==> config.mk <==
export PLATFORM = sky130hd
export DESIGN_NAME = irq_ctl_unit
export DESIGN_NICKNAME = d
export VERILOG_FILES = /design/src/rtl/irq_pkg.sv /design/src/rtl/irq_sync.sv /design/src/rtl/irq_rst_qual.sv /design/src/rtl/irq_arbiter.sv /design/src/rtl/irq_ctl_unit.sv
export SDC_FILE = /design/constraint.sdc
export NUM_CORES = 1
export LEC_CHECK = 0
export BUFFER_PORTS_ARGS = -buffer_cell sky130_fd_sc_hd__buf_4
export CELL_PAD_IN_SITES_DETAIL_PLACEMENT = 0
export CELL_PAD_IN_SITES_GLOBAL_PLACEMENT = 1
export CORE_MARGIN = 5
export CORE_UTILIZATION = 35
export CTS_BUF_LIST = sky130_fd_sc_hd__clkbuf_8
export DETAILED_ROUTE_END_ITERATION = 6
export PLACE_DENSITY_LB_ADDON = 0.1
export SYNTH_ARGS = -nofsm -noshare
export SYNTH_HDL_FRONTEND = slang
export SYNTH_HIERARCHICAL = 1
export SYNTH_SLANG_ARGS = --single-unit
==> constraint.sdc <==
create_clock -name clk_i -period 2.6 [get_ports clk_i]
set_input_delay 0.13 -clock clk_i [delete_from_list [all_inputs] [get_ports clk_i]]
set_output_delay 0.13 -clock clk_i [all_outputs]
set_load 0.01 [all_outputs]
==> src/rtl/irq_pkg.sv <==
package irq_pkg;
    localparam int VEC_W   = 8;
    localparam int NMI_VEC = 2;

    typedef enum logic [1:0] {
        RQ_IDLE  = 2'd0,
        RQ_COUNT = 2'd1,
        RQ_HOLD  = 2'd2
    } rq_state_t;

    typedef enum logic [1:0] {
        ARB_RUN  = 2'd0,
        ARB_WAIT = 2'd1,
        ARB_NMI  = 2'd2,
        ARB_INT  = 2'd3
    } arb_state_t;
endpackage

==> src/rtl/irq_sync.sv <==
module irq_sync #(
    parameter int W      = 4,
    parameter int STAGES = 2
) (
    input  logic         clk_i,
    input  logic [W-1:0] d_i,
    output logic [W-1:0] q_o
);
    logic [W-1:0] chain [STAGES];

    generate
        for (genvar s = 0; s < STAGES; s++) begin : g_stage
            if (s == 0) begin : g_first
                always_ff @(posedge clk_i) chain[s] <= d_i;
            end else begin : g_next
                always_ff @(posedge clk_i) chain[s] <= chain[s-1];
            end
        end
    endgenerate

    assign q_o = chain[STAGES-1];
endmodule

==> src/rtl/irq_rst_qual.sv <==
module irq_rst_qual
    import irq_pkg::*;
#(
    parameter int MIN_RST = 4
) (
    input  logic clk_i,
    input  logic rst_s_i,
    output logic core_rst_o
);
    localparam int CW = $clog2(MIN_RST + 1);
    localparam logic [CW-1:0] LAST = CW'(MIN_RST - 1);

    rq_state_t   state, nxt;
    logic [CW-1:0] cnt;

    // state register and high-sample counter
    always_ff @(posedge clk_i) begin
        state <= nxt;
        if (!rst_s_i)
            cnt <= '0;
        else if (state == RQ_IDLE)
            cnt <= CW'(1);
        else if (state == RQ_COUNT)
            cnt <= cnt + CW'(1);
    end

    always_comb begin
        nxt = state;
        unique case (state)
            RQ_IDLE:  nxt = rst_s_i ? ((MIN_RST <= 1) ? RQ_HOLD : RQ_COUNT) : RQ_IDLE;
            RQ_COUNT: begin
                if (!rst_s_i)          nxt = RQ_IDLE;
                else if (cnt == LAST)  nxt = RQ_HOLD;
                else                   nxt = RQ_COUNT;
            end
            RQ_HOLD:  nxt = rst_s_i ? RQ_HOLD : RQ_IDLE;
            default:  nxt = RQ_IDLE;
        endcase
    end

    // outputs
    always_comb begin
        core_rst_o = (state == RQ_HOLD);
    end
endmodule

==> src/rtl/irq_arbiter.sv <==
module irq_arbiter
    import irq_pkg::*;
(
    input  logic             clk_i,
    input  logic             clr_i,
    input  logic             intr_s_i,
    input  logic             nmi_s_i,
    input  logic             test_s_i,
    input  logic             ie_i,
    input  logic             boundary_i,
    input  logic             wait_i,
    output logic             take_o,
    output logic             ack_req_o,
    output logic [VEC_W-1:0] vec_o,
    output logic             stall_o
);
    arb_state_t state, nxt;
    logic       nmi_q;
    logic       nmi_pend;
    logic       nmi_edge;

    assign nmi_edge = nmi_s_i && !nmi_q;

    // state register
    always_ff @(posedge clk_i) begin
        if (clr_i) state <= ARB_RUN;
        else       state <= nxt;
    end

    // edge latch; the previous-level flop keeps tracking during reset
    always_ff @(posedge clk_i) begin
        nmi_q <= nmi_s_i;
        if (clr_i)
            nmi_pend <= 1'b0;
        else
            nmi_pend <= (nmi_pend && (state != ARB_NMI)) || nmi_edge;
    end

    always_comb begin
        nxt = state;
        unique case (state)
            ARB_RUN: begin
                if (boundary_i && nmi_pend)               nxt = ARB_NMI;
                else if (boundary_i && intr_s_i && ie_i)  nxt = ARB_INT;
                else if (wait_i && test_s_i)              nxt = ARB_WAIT;
                else                                      nxt = ARB_RUN;
            end
            ARB_WAIT: nxt = (wait_i && test_s_i) ? ARB_WAIT : ARB_RUN;
            ARB_NMI:  nxt = ARB_RUN;
            ARB_INT:  nxt = ARB_RUN;
            default:  nxt = ARB_RUN;
        endcase
    end

    // outputs
    always_comb begin
        take_o    = 1'b0;
        ack_req_o = 1'b0;
        vec_o     = '0;
        stall_o   = wait_i && test_s_i;
        unique case (state)
            ARB_NMI: begin
                take_o = 1'b1;
                vec_o  = VEC_W'(NMI_VEC);
            end
            ARB_INT: begin
                take_o    = 1'b1;
                ack_req_o = 1'b1;
            end
            ARB_RUN, ARB_WAIT: ;
            default: ;
        endcase
    end
endmodule

==> src/rtl/irq_ctl_unit.sv <==
module irq_ctl_unit
    import irq_pkg::*;
#(
    parameter int SYNC_STAGES = 2,
    parameter int MIN_RST     = 4
) (
    input  logic             clk_i,
    input  logic             rst_raw_i,
    input  logic             intr_i,
    input  logic             nmi_i,
    input  logic             test_i,
    input  logic             ie_i,
    input  logic             boundary_i,
    input  logic             wait_i,
    output logic             core_rst_o,
    output logic             take_o,
    output logic             ack_req_o,
    output logic [VEC_W-1:0] vec_o,
    output logic             stall_o
);
    localparam int NPIN = 4;

    logic [NPIN-1:0] pins_s;

    irq_sync #(.W(NPIN), .STAGES(SYNC_STAGES)) u_sync (
        .clk_i (clk_i),
        .d_i   ({rst_raw_i, test_i, nmi_i, intr_i}),
        .q_o   (pins_s)
    );

    irq_rst_qual #(.MIN_RST(MIN_RST)) u_rq (
        .clk_i      (clk_i),
        .rst_s_i    (pins_s[3]),
        .core_rst_o (core_rst_o)
    );

    irq_arbiter u_arb (
        .clk_i      (clk_i),
        .clr_i      (core_rst_o),
        .intr_s_i   (pins_s[0]),
        .nmi_s_i    (pins_s[1]),
        .test_s_i   (pins_s[2]),
        .ie_i       (ie_i),
        .boundary_i (boundary_i),
        .wait_i     (wait_i),
        .take_o     (take_o),
        .ack_req_o  (ack_req_o),
        .vec_o      (vec_o),
        .stall_o    (stall_o)
    );
endmodule

==> flow_summary_export.csv, run 1 <==
group,metric,value,unit
status,status,"complete, no violations",
timing,setup_tns,0,ns
setup_path,cp_data_arrival_time,1.23,ns
logic_synthesis,synth.area.mux_share,0,%
hold_path,min_from,"ie_i",
global_route,overflow,0,
setup_path,required,2.47,ns
clocking,clock_path_buffers,2,
setup_path,cp_slowest_cell,"dfxtp_1",
floorplan,pin_count,20,
setup_path,start_kind,"register",
logic_synthesis,async_flop_share,0,%
timing,hold_violations,0,
logic_synthesis,synth_adder_area_share,4.016,%
logic_synthesis,synth_seq_cells,17,
setup_path,crit_type,"reg -> out",
hold_path,whs_path_depth,3,
timing,period_share,52.27,%
logic_synthesis,netlist.area_leader.share,54.62,%
timing,fin_skew,0.001719,ns
setup_path,cp_num_buf_inv,1,
global_route,antenna_found_initial,0,
logic_synthesis,synthSimpleGateAreaFrac,16.06,%
final_layout,nets,82,
logic_synthesis,synthFlopType,"dfxtp_1",
hold_path,hold_path.class,"in -> reg",
setup_path,crit-reg2reg-launch,"u_rq/cnt[0]",
floorplan,core-area,0.001708,sq mm
timing,setup_violations,0,
setup_path,endpoint_kind,"output pin",
clocking,cts.sinks,17,
clocking,htreeDepth,1,
logic_synthesis,synth_area_leaders,"dfxtp_1 55%, buf_4 13%, ha_1 4.0%",
placement,dpl.hpwl,659.7,microns
drt,ant_nets,0,
logic_synthesis,synth_top_family_by_area,"simple AND/OR/NAND/NOR gates",
logic_synthesis,synth_area,623.1,sq um
placement,dpl.cell_count,88,
logic_synthesis,synthTopCellsByCount,"17 x dfxtp_1, 11 x buf_4, 4 x nand2b_1",
global_route,grt_max_degree,11,
logic_synthesis,avgSynthCellArea,10.93,sq um
drt,drc,0,
power,power,0.5493,mW
timing,fmax,735.9,MHz
timing,whs,0.2343,ns
final_layout,antenna_cells,0,
clocking,root_buffer,"clkbuf_8",
timing,min_period,1.359,ns
logic_synthesis,synth_xor_area_share,0,%
logic_synthesis,synthDistinctLibCells,23,
setup_path,r2r_end,"u_rq/cnt[2]",
power,p_leak,0.3445,nW
logic_synthesis,synth_edf_count,0,
global_route,grt_pass1_vias,364,
floorplan,die_y,52.20,microns
clocking,numCtsBuffers,3,
setup_path,r2r_slack,1.35,ns
placement,globalplace.congestion,0.6976,
placement,io_buffers,12,
final_layout,regArea,340.3,sq um
logic_synthesis,synthCells,57,
power,p_per_area,716.2,mW/mm^2
logic_synthesis,synth_compound_area_share,10.24,%
logic_synthesis,synth_most_common_cell,"dfxtp_1",
floorplan,die-area,0.002724,sq mm
setup_path,worstPathCellList,"nor2b_1, buf_4",
power,ir_drop,0.4764,mV
drt,num_vias,397,
global_route,gr-usage-all-layers,7.701,%
final_layout,fillerInstances,160,
final_layout,drive_above_1_share,26.76,%
floorplan,row_count,15,
setup_path,critical-path-max-stage-delay,0.44,ns
setup_path,cp.depth,2,
timing,finalMaxSlewViolations,0,
drt,drtIter0Drc,4,
logic_synthesis,synth-warning-count,6,
clocking,worstSkewPairLatency,0.24,ns
setup_path,critPathMaxFanout,7,
final_layout,finalInstanceArea,767.0,sq um
clocking,cts.clk_slew.worst_paths,0.07,ns
setup_path,r2r_cells,4,
clocking,cts_tree,"done",
placement,placed_area,680.7,sq um
drt,wirelength,911,microns
logic_synthesis,ys_seq_area_share,54.62,%
hold_path,worst_hold_path.endpoint,"u_arb/state[1]",
drt,dr.pass1.iters,2,
global_route,grt_pass1_wl,1531,microns
final_layout,multi_input_area,215.2,sq um
floorplan,die_x,52.20,microns
placement,dpl_worst_slack,1.361,ns
clocking,ctsResizeCount,0,
drt,routedWlPerCell,9.490,microns
final_layout,syn2layout_area_growth,23.09,%
drt,viasPerCell,4.135,
final_layout,fin_cells,96,
logic_synthesis,yosysTopAreaCell,"dfxtp_1",
timing,worst_slack,1.241,ns
floorplan,start_util,36.48,%
setup_path,critPathTopFamily,"flip-flops",
timing,rsz0062_at_grt,"no",
final_layout,post-route-util,44.91,%
flow_run,cap_viol_max_count,0,
clocking,postCtsSetupBuffers,0,
## routing by layer
layer	up-vias	track usage, %	routed length (microns)
met5	-	0	0
met2	16	11.30	385
met3	2	2.564	81
met4	0	5.106	12
li1	201	-	-
met1	178	9.490	432
## registers in the layout (all words and copies together) (netlist names)
| name | cells |
|---|---|
| u_rq/state | 2 |
| u_rq/cnt | 3 |
| u_arb/state | 2 |
| u_arb/nmi_q | 1 |
| u_sync/chain | 8 |
| u_arb/nmi_pend | 1 |
## cells in the final DEF, fill, tap and decap left out, drive strengths merged
master	count
dlygate4sd3	4
o211a	1
and2	2
a31o	1
conb	7
buf	12
nor4b	1
a21oi	3
clkbuf	3
and2b	1
nand2b	4
o21ai	1
nand3	1
o2bb2ai	1
dfxtp	17
ha	2
clkinv	1
a2111oi	1
nor2b	2
inv	1
a31oi	1
and4bb	1
nand2	3
## power by group
group          internal, mW  switching [mW]  leakage (nW)
combinational        0.0361          0.0255         0.177
clock                 0.106          0.0851        0.0255
sequential            0.282          0.0148         0.142
## worst max-delay path by stage
stage | slack [ns] | endpoint | from
6_report | 1.24 | core_rst_o | u_rq/state[1]
3_5_place_dp | 1.36 | u_rq/cnt[2] | u_rq/cnt[0]
4_1_cts | 1.21 | core_rst_o | u_rq/state[1]
5_1_grt | 1.14 | core_rst_o | u_rq/state[1]
3_3_place_gp | 1.37 | u_rq/cnt[2] | u_rq/cnt[0]
2_1_floorplan | 1.39 | u_rq/cnt[2] | u_rq/cnt[0]
## final cells by class
cell class	count	area share (%)
inverter	1	0.4894
multi-input combinational	33	28.06
sequential	17	44.37
timing repair buffer	16	16.97
clock buffer	3	5.383
tap	25	4.078
clock inverter	1	0.6525
## timing repair
item                                    in CTS  in global routing
hold endpoints to repair                     4                  0
endpoints found under the setup margin       0                  0
hold buffers                                 4                  0
## worst register-to-register path, delay by kind of cell, from the launching register on
kind	cells	cell delay, ns
flip-flops	1	0.32
adder cells (fa/ha/maj)	2	0.46
AND/OR/NAND/NOR	1	0.20
AO/OA/AOI/OAI	1	0.18
## kinds of logic after synthesis
family / Yosys count
buffers and inverters: 13
AND/OR/NAND/NOR: 15
AO/OA/AOI/OAI: 9
adder cells (fa/ha/maj): 2
flip-flops: 17
other: 1
No activity file was read; power rests on OpenSTA's default activity.
==> inputs of run 2 (changes only) <==
--- a/config.mk
+++ b/config.mk
@@ -9,7 +9,7 @@
 export CELL_PAD_IN_SITES_DETAIL_PLACEMENT = 0
 export CELL_PAD_IN_SITES_GLOBAL_PLACEMENT = 1
 export CORE_MARGIN = 5
-export CORE_UTILIZATION = 35
+export CORE_UTILIZATION = 34
 export CTS_BUF_LIST = sky130_fd_sc_hd__clkbuf_8
 export DETAILED_ROUTE_END_ITERATION = 6
 export PLACE_DENSITY_LB_ADDON = 0.1
==> constraint.sdc (replaced) <==
create_clock -name clk_i -period 1.1 [get_ports clk_i]
set_input_delay 0.055 -clock clk_i [delete_from_list [all_inputs] [get_ports clk_i]]
set_output_delay 0.055 -clock clk_i [all_outputs]
set_load 0.01 [all_outputs]
==> run 2 against run 1 <==
Net effect: the run now ends with setup timing left; non-clock buffer count is 4 higher; register-to-register slack got worse by 1.4 ns; hold slack got worse by 0.078 ns; critical path type is now reg -> reg; highest routed layer unchanged.
==> flow_summary_export.csv, run 2 (same netlist as run 1, synthesis figures left out) <==
group,metric,value,unit
setup_path,critPathTopFamily,"adder cells",
status,status,"finished with violations",
setup_path,r2r_end,"u_rq/cnt[2]",
timing,period_share,108.4,%
setup_path,cp_num_buf_inv,0,
global_route,gr-usage-all-layers,7.661,%
setup_path,critPathMaxFanout,2,
clocking,clock_path_buffers,2,
final_layout,syn2layout_area_growth,34.54,%
timing,finalMaxSlewViolations,0,
clocking,numCtsBuffers,3,
power,power.share.combinational,12.4,%
final_layout,layout_common_cells,"16 x buf_4, 14 x dfxtp_1, 7 x conb_1",
drt,drtIter0Drc,12,
timing,fmax,838.3,MHz
drt,wirelength,950,microns
power,switching_power,0.3087,mW
setup_path,path_common_cell,"ha_4",
timing,worst_slack,-0.09295,ns
clocking,worstSkewPairLatency,0.25,ns
timing,setup_tns,-0.09295,ns
final_layout,largest-register,"u_sync/chain",
clocking,cts.clk_slew.worst_paths,0.06,ns
global_route,grt_pass1_vias,344,
drt,ant_nets,0,
status,violations,"setup timing",
drt,num_vias,410,
final_layout,largest_register_ffs,8,
floorplan,row_count,15,
floorplan,die_x,52.81,microns
drt,routedWlPerCell,9.500,microns
setup_path,worstPathCellList,"ha_4, ha_4, and4bb_1, a31o_1",
power,p_seq_share,53.3,%
power,ir_drop,0.8560,mV
flow_run,cap_viol_max_count,0,
power,pwr-share-clk,34.3,%
hold_path,worst_hold_path.endpoint,"u_arb/state[1]",
setup_path,crit-reg2reg-launch,"u_rq/cnt[0]",
setup_path,crit_type,"reg -> reg",
floorplan,die-area,0.002789,sq mm
setup_path,critical-path-max-stage-delay,0.34,ns
clocking,cts.sinks,17,
final_layout,layout_commonest_cell,"buf_4",
timing,rsz0062_at_grt,"yes",
placement,globalplace.congestion,0.7237,
setup_path,required,1.24,ns
drt,dr.pass1.iters,4,
timing,setup_violations,1,
clocking,root_buffer,"clkbuf_8",
timing,min_period,1.193,ns
hold_path,whs_path_depth,3,
clocking,cts_tree,"done",
power,p_leak,0.3673,nW
final_layout,antenna_cells,0,
hold_path,min_from,"ie_i",
power,switching_share,23.26,%
timing,fin_skew,0.001307,ns
hold_path,hold_path.class,"in -> reg",
drt,drc,0,
setup_path,r2r_cells,4,
setup_path,endpoint_kind,"register",
setup_path,cp_slowest_cell,"dfxtp_2",
floorplan,die_y,52.81,microns
placement,dpl_worst_slack,-0.08460,ns
placement,io_buffers,12,
final_layout,nets,86,
timing,hold_violations,0,
final_layout,drive_above_1_share,40.00,%
floorplan,pin_count,20,
final_layout,reg.largest.list,"u_sync/chain (8), u_rq/cnt (3)",
global_route,overflow,0,
setup_path,start_kind,"register",
setup_path,r2r_slack,-0.09,ns
placement,dpl.hpwl,671.4,microns
global_route,antenna_found_initial,0,
global_route,grt_max_degree,11,
global_route,grt_pass1_wl,1449,microns
clocking,htreeDepth,1,
power,power.internal,1.019,mW
floorplan,core-area,0.001727,sq mm
setup_path,cp_data_arrival_time,1.34,ns
power,p_per_area,1584,mW/mm^2
floorplan,start_util,36.09,%
drt,viasPerCell,4.100,
-- run 2: cell count changes in the layout (fill, tap and decap cells not counted) --
cell / before / now
dfxtp_2: 0 / 3
nor2b_1: 1 / 0
a2111oi_2: 0 / 1
dfxtp_1: 17 / 14
ha_1: 2 / 0
ha_4: 0 / 2
a2111oi_1: 1 / 0
nor2b_4: 0 / 1
buf_4: 12 / 16
-- run 2: worst min-delay path: cells and delay by family --
kind / cells / cell delay, ns
AOI/OAI and AO/OA: 1 / 0.14
buffers and inverters: 1 / 0.11
and+or+nand+nor: 1 / 0.06
-- run 2: area by class of cell --
type | instances | area [sq um]
Clock inverter | 1 | 5.005
Clock buffer | 3 | 41.29
Tap cell | 25 | 31.28
Sequential cell | 17 | 344.1
Inverter | 1 | 3.754
Timing Repair Buffer | 20 | 160.2
Multi-Input combinational cell | 33 | 252.7
Fill cell | 175 | 888.4
-- run 2: how the worst max path moves through the flow --
stage	slack, ns	start	endpoint	cells after the start
floorplan	-0.05	u_rq/cnt[1]	u_rq/cnt[2]	4
global placement	-0.07	u_rq/cnt[1]	u_rq/cnt[2]	4
detailed placement	-0.08	u_rq/cnt[1]	u_rq/cnt[2]	4
CTS	-0.1	u_rq/cnt[1]	u_rq/cnt[2]	4
global route	-0.13	u_rq/cnt[0]	u_rq/cnt[2]	4
finish	-0.09	u_rq/cnt[0]	u_rq/cnt[2]	4
-- run 2: what timing repair did --
item / 4_1_cts / 5_1_grt
gates resized for setup: 2 / 6
hold buffers: 4 / 0
buffers inserted: 0 / 1
cloned: 0 / 0
setup endpoints to repair: 2 / 3
hold endpoints to repair: 4 / 0
-- run 2: metal layers --
metal	GRT usage, %	part of all wire (%)	vias up
met3	3.419	7.6	2
met2	9.711	44	12
met5	0	0	-
li1	-	-	209
met1	9.060	47	187
met4	7.660	1.5	0
-- run 2: power groups by stage --
| stage | clock (mW) | combinational [mW] | sequential [mW] |
|---|---|---|---|
| 3_3_place_gp | 0 | 0.139 | 0.714 |
| 6_report | 0.455 | 0.165 | 0.708 |
| 2_1_floorplan | 0 | 0.114 | 0.703 |
| 5_1_grt | 0.501 | 0.183 | 0.714 |
| 4_1_cts | 0.480 | 0.152 | 0.700 |
| 3_5_place_dp | 0 | 0.140 | 0.713 |
-- run 2: through the flow --
step	hold WS (ns)	power, mW	utilization [%]	std cells	instance area [sq um]
6_report	0.1562	1.328	48.55	100	838.3
5_1_grt	0.1585	1.399	48.55	100	838.3
4_1_cts	0.1480	1.332	46.09	99	795.8
3_5_place_dp	0.1606	0.8533	40.87	91	705.7
3_3_place_gp	0.1600	0.8529	40.87	91	705.7
2_1_floorplan	0.08272	0.8175	-	63	648.1
==> inputs of run 3 (changes only) <==
--- a/config.mk
+++ b/config.mk
@@ -8,11 +8,11 @@
 export BUFFER_PORTS_ARGS = -buffer_cell sky130_fd_sc_hd__buf_4
 export CELL_PAD_IN_SITES_DETAIL_PLACEMENT = 0
 export CELL_PAD_IN_SITES_GLOBAL_PLACEMENT = 1
-export CORE_MARGIN = 5
 export CORE_UTILIZATION = 34
 export CTS_BUF_LIST = sky130_fd_sc_hd__clkbuf_8
 export DETAILED_ROUTE_END_ITERATION = 6
 export PLACE_DENSITY_LB_ADDON = 0.1
+export REMOVE_ABC_BUFFERS = 1
 export SYNTH_ARGS = -nofsm -noshare
 export SYNTH_HDL_FRONTEND = slang
 export SYNTH_HIERARCHICAL = 1
==> run 3 against run 2 <==
Net effect: the flow still finishes with violations (setup timing); routed wire length fell by 1.2%; non-clock buffer count is 1 higher; sequential share of layout area is 0.061 points higher; maximum frequency up 0.24%; power is 0.85% lower; register-to-register slack about the same; hold slack improved by 0.0022 ns; worst setup slack improved by 0.0028 ns; core utilization is 0.072 points lower; first-iteration DRC count decreased by 42%.
==> flow_summary_export.csv, run 3 (same netlist as run 1, synthesis figures left out) <==
group,metric,value,unit
power,p_leak,0.3732,nW
status,violations,"setup timing",
drt,wirelength,939,microns
placement,dpl.cell_count,92,
drt,dr.pass1.iters,4,
setup_path,r2r_cells,4,
setup_path,critical-path-max-stage-delay,0.33,ns
timing,setup_violations,1,
global_route,gr-usage-all-layers,11.12,%
floorplan,die_x,44.81,microns
floorplan,die-area,0.002008,sq mm
drt,ant_nets,0,
flow_run,cap_viol_max_count,0,
timing,whs,0.1585,ns
final_layout,largest_register_ffs,8,
drt,routedWlPerCell,9.297,microns
setup_path,path_common_cell,"ha_4",
clocking,cts_tree,"done",
global_route,grt_util_met3,3.600,%
floorplan,pin_count,20,
hold_path,hold_path.class,"in -> reg",
final_layout,reg.largest.list,"u_sync/chain (8), u_rq/cnt (3)",
floorplan,start_util,36.09,%
power,p_per_area,1572,mW/mm^2
global_route,grtUsageMet1,13.35,%
setup_path,endpoint_kind,"register",
drt,num_vias,400,
final_layout,layout_common_cells,"17 x buf_4, 14 x dfxtp_1, 7 x conb_1",
placement,dpl.hpwl,590.9,microns
status,status,"finished with violations",
global_route,overflow,0,
global_route,grt_pass1_vias,348,
power,ir_drop,0.8591,mV
drt,drtIter0Drc,7,
drt,drc,0,
timing,finalMaxSlewViolations,0,
setup_path,worstPathCellList,"ha_4, ha_4, and4bb_1, a31o_1",
floorplan,core-area,0.001727,sq mm
final_layout,largest-register,"u_sync/chain",
placement,io_buffers,12,
timing,fin_skew,0.003449,ns
hold_path,whs_path_depth,3,
drt,viasPerCell,3.960,
clocking,cts.clk_slew.worst_paths,0.06,ns
final_layout,fillerInstances,180,
setup_path,r2r_end,"u_rq/cnt[2]",
clocking,numCtsBuffers,3,
hold_path,worst_hold_path.endpoint,"u_arb/state[1]",
floorplan,row_count,15,
global_route,grt_max_degree,10,
floorplan,die_y,44.81,microns
setup_path,cp_num_buf_inv,0,
clocking,clock_path_buffers,2,
setup_path,start_kind,"register",
setup_path,critPathTopFamily,"adder cells",
final_layout,fin_cells,101,
timing,hold_violations,0,
final_layout,post-route-util,48.48,%
clocking,htreeDepth,1,
global_route,grt.busiest_layer,"met2",
timing,worst_slack,-0.09014,ns
timing,setup_tns,-0.09014,ns
clocking,worstSkewPairLatency,0.25,ns
hold_path,min_from,"ie_i",
global_route,grt_pass1_wl,1504,microns
clocking,cts.sinks,17,
setup_path,r2r_slack,-0.09,ns
setup_path,crit-reg2reg-launch,"u_rq/cnt[1]",
setup_path,crit_type,"reg -> reg",
setup_path,required,1.24,ns
global_route,use_met2,17.06,%
setup_path,cp_data_arrival_time,1.33,ns
final_layout,layout_commonest_cell,"buf_4",
final_layout,syn2layout_area_growth,34.34,%
setup_path,cp_slowest_cell,"dfxtp_2",
timing,rsz0062_at_grt,"yes",
final_layout,nets,87,
clocking,root_buffer,"clkbuf_8",
setup_path,critPathMaxFanout,2,
timing,fmax,840.2,MHz
final_layout,antenna_cells,0,
timing,period_share,108.2,%
global_route,antenna_found_initial,0,
final_layout,drive_above_1_share,38.16,%
timing,min_period,1.190,ns
placement,globalplace.congestion,0.7205,
run 3: report_power, final:
part	internal, mW	switching [mW]	leakage (nW)	total, mW
Sequential	0.668	0.0386	0.143	0.706
Clock	0.247	0.193	0.0269	0.440
Combinational	0.103	0.0669	0.203	0.170
run 3: final cells by class:
class                   count  area, sq um  area share (%)
clock buffers               3        41.29           4.933
multi-input cells          33        245.2           29.30
well taps                  25        31.28           3.737
clock inverters             1        3.754          0.4484
inverters                   1        3.754          0.4484
repair buffers             21        167.7           20.03
flip-flops and latches     17        344.1           41.11
run 3: stage by stage:
stage          total power [mW]  worst slack [ns]  cell area, sq um
6_report                  1.316          -0.09014             837.1
5_1_grt                   1.390           -0.1247             837.1
4_1_cts                   1.323          -0.08146             823.3
3_5_place_dp             0.8552           -0.1331             710.7
3_3_place_gp             0.8552           -0.1225             710.7
2_1_floorplan            0.7844           -0.1093             559.3
run 3: metal layers:
layer / vias to the layer above / part of all wire (%)
li1: 212 / -
met1: 174 / 52
met2: 12 / 44
met3: 2 / 3.6
met4: 0 / 0.64
met5: - / 0
run 3: tightest hold or removal path: cells and delay by family:
family                 cells  cell delay (ns)
AND/OR/NAND/NOR            1             0.05
buffers and inverters      1             0.11
AO/OA/AOI/OAI              1             0.13
run 3: worst max path at each step:
stage | startpoint | cells after the start | to | slack (ns)
5_1_grt | u_rq/cnt[1] | 4 | u_rq/cnt[2] | -0.12
6_report | u_rq/cnt[1] | 4 | u_rq/cnt[2] | -0.09
3_3_place_gp | u_rq/cnt[0] | 4 | u_rq/cnt[2] | -0.12
2_1_floorplan | u_rq/cnt[0] | 4 | u_rq/cnt[2] | -0.11
3_5_place_dp | u_rq/cnt[0] | 4 | u_rq/cnt[2] | -0.13
4_1_cts | u_rq/cnt[1] | 4 | u_rq/cnt[2] | -0.08
run 3: what timing repair did:
item,CTS,global route
endpoints found under the setup margin,1,3
endpoints found under the hold margin,4,0
gates cloned,0,0
pin swaps,3,1
gates resized for setup,5,2
hold buffers,4,0
setup buffers,0,1
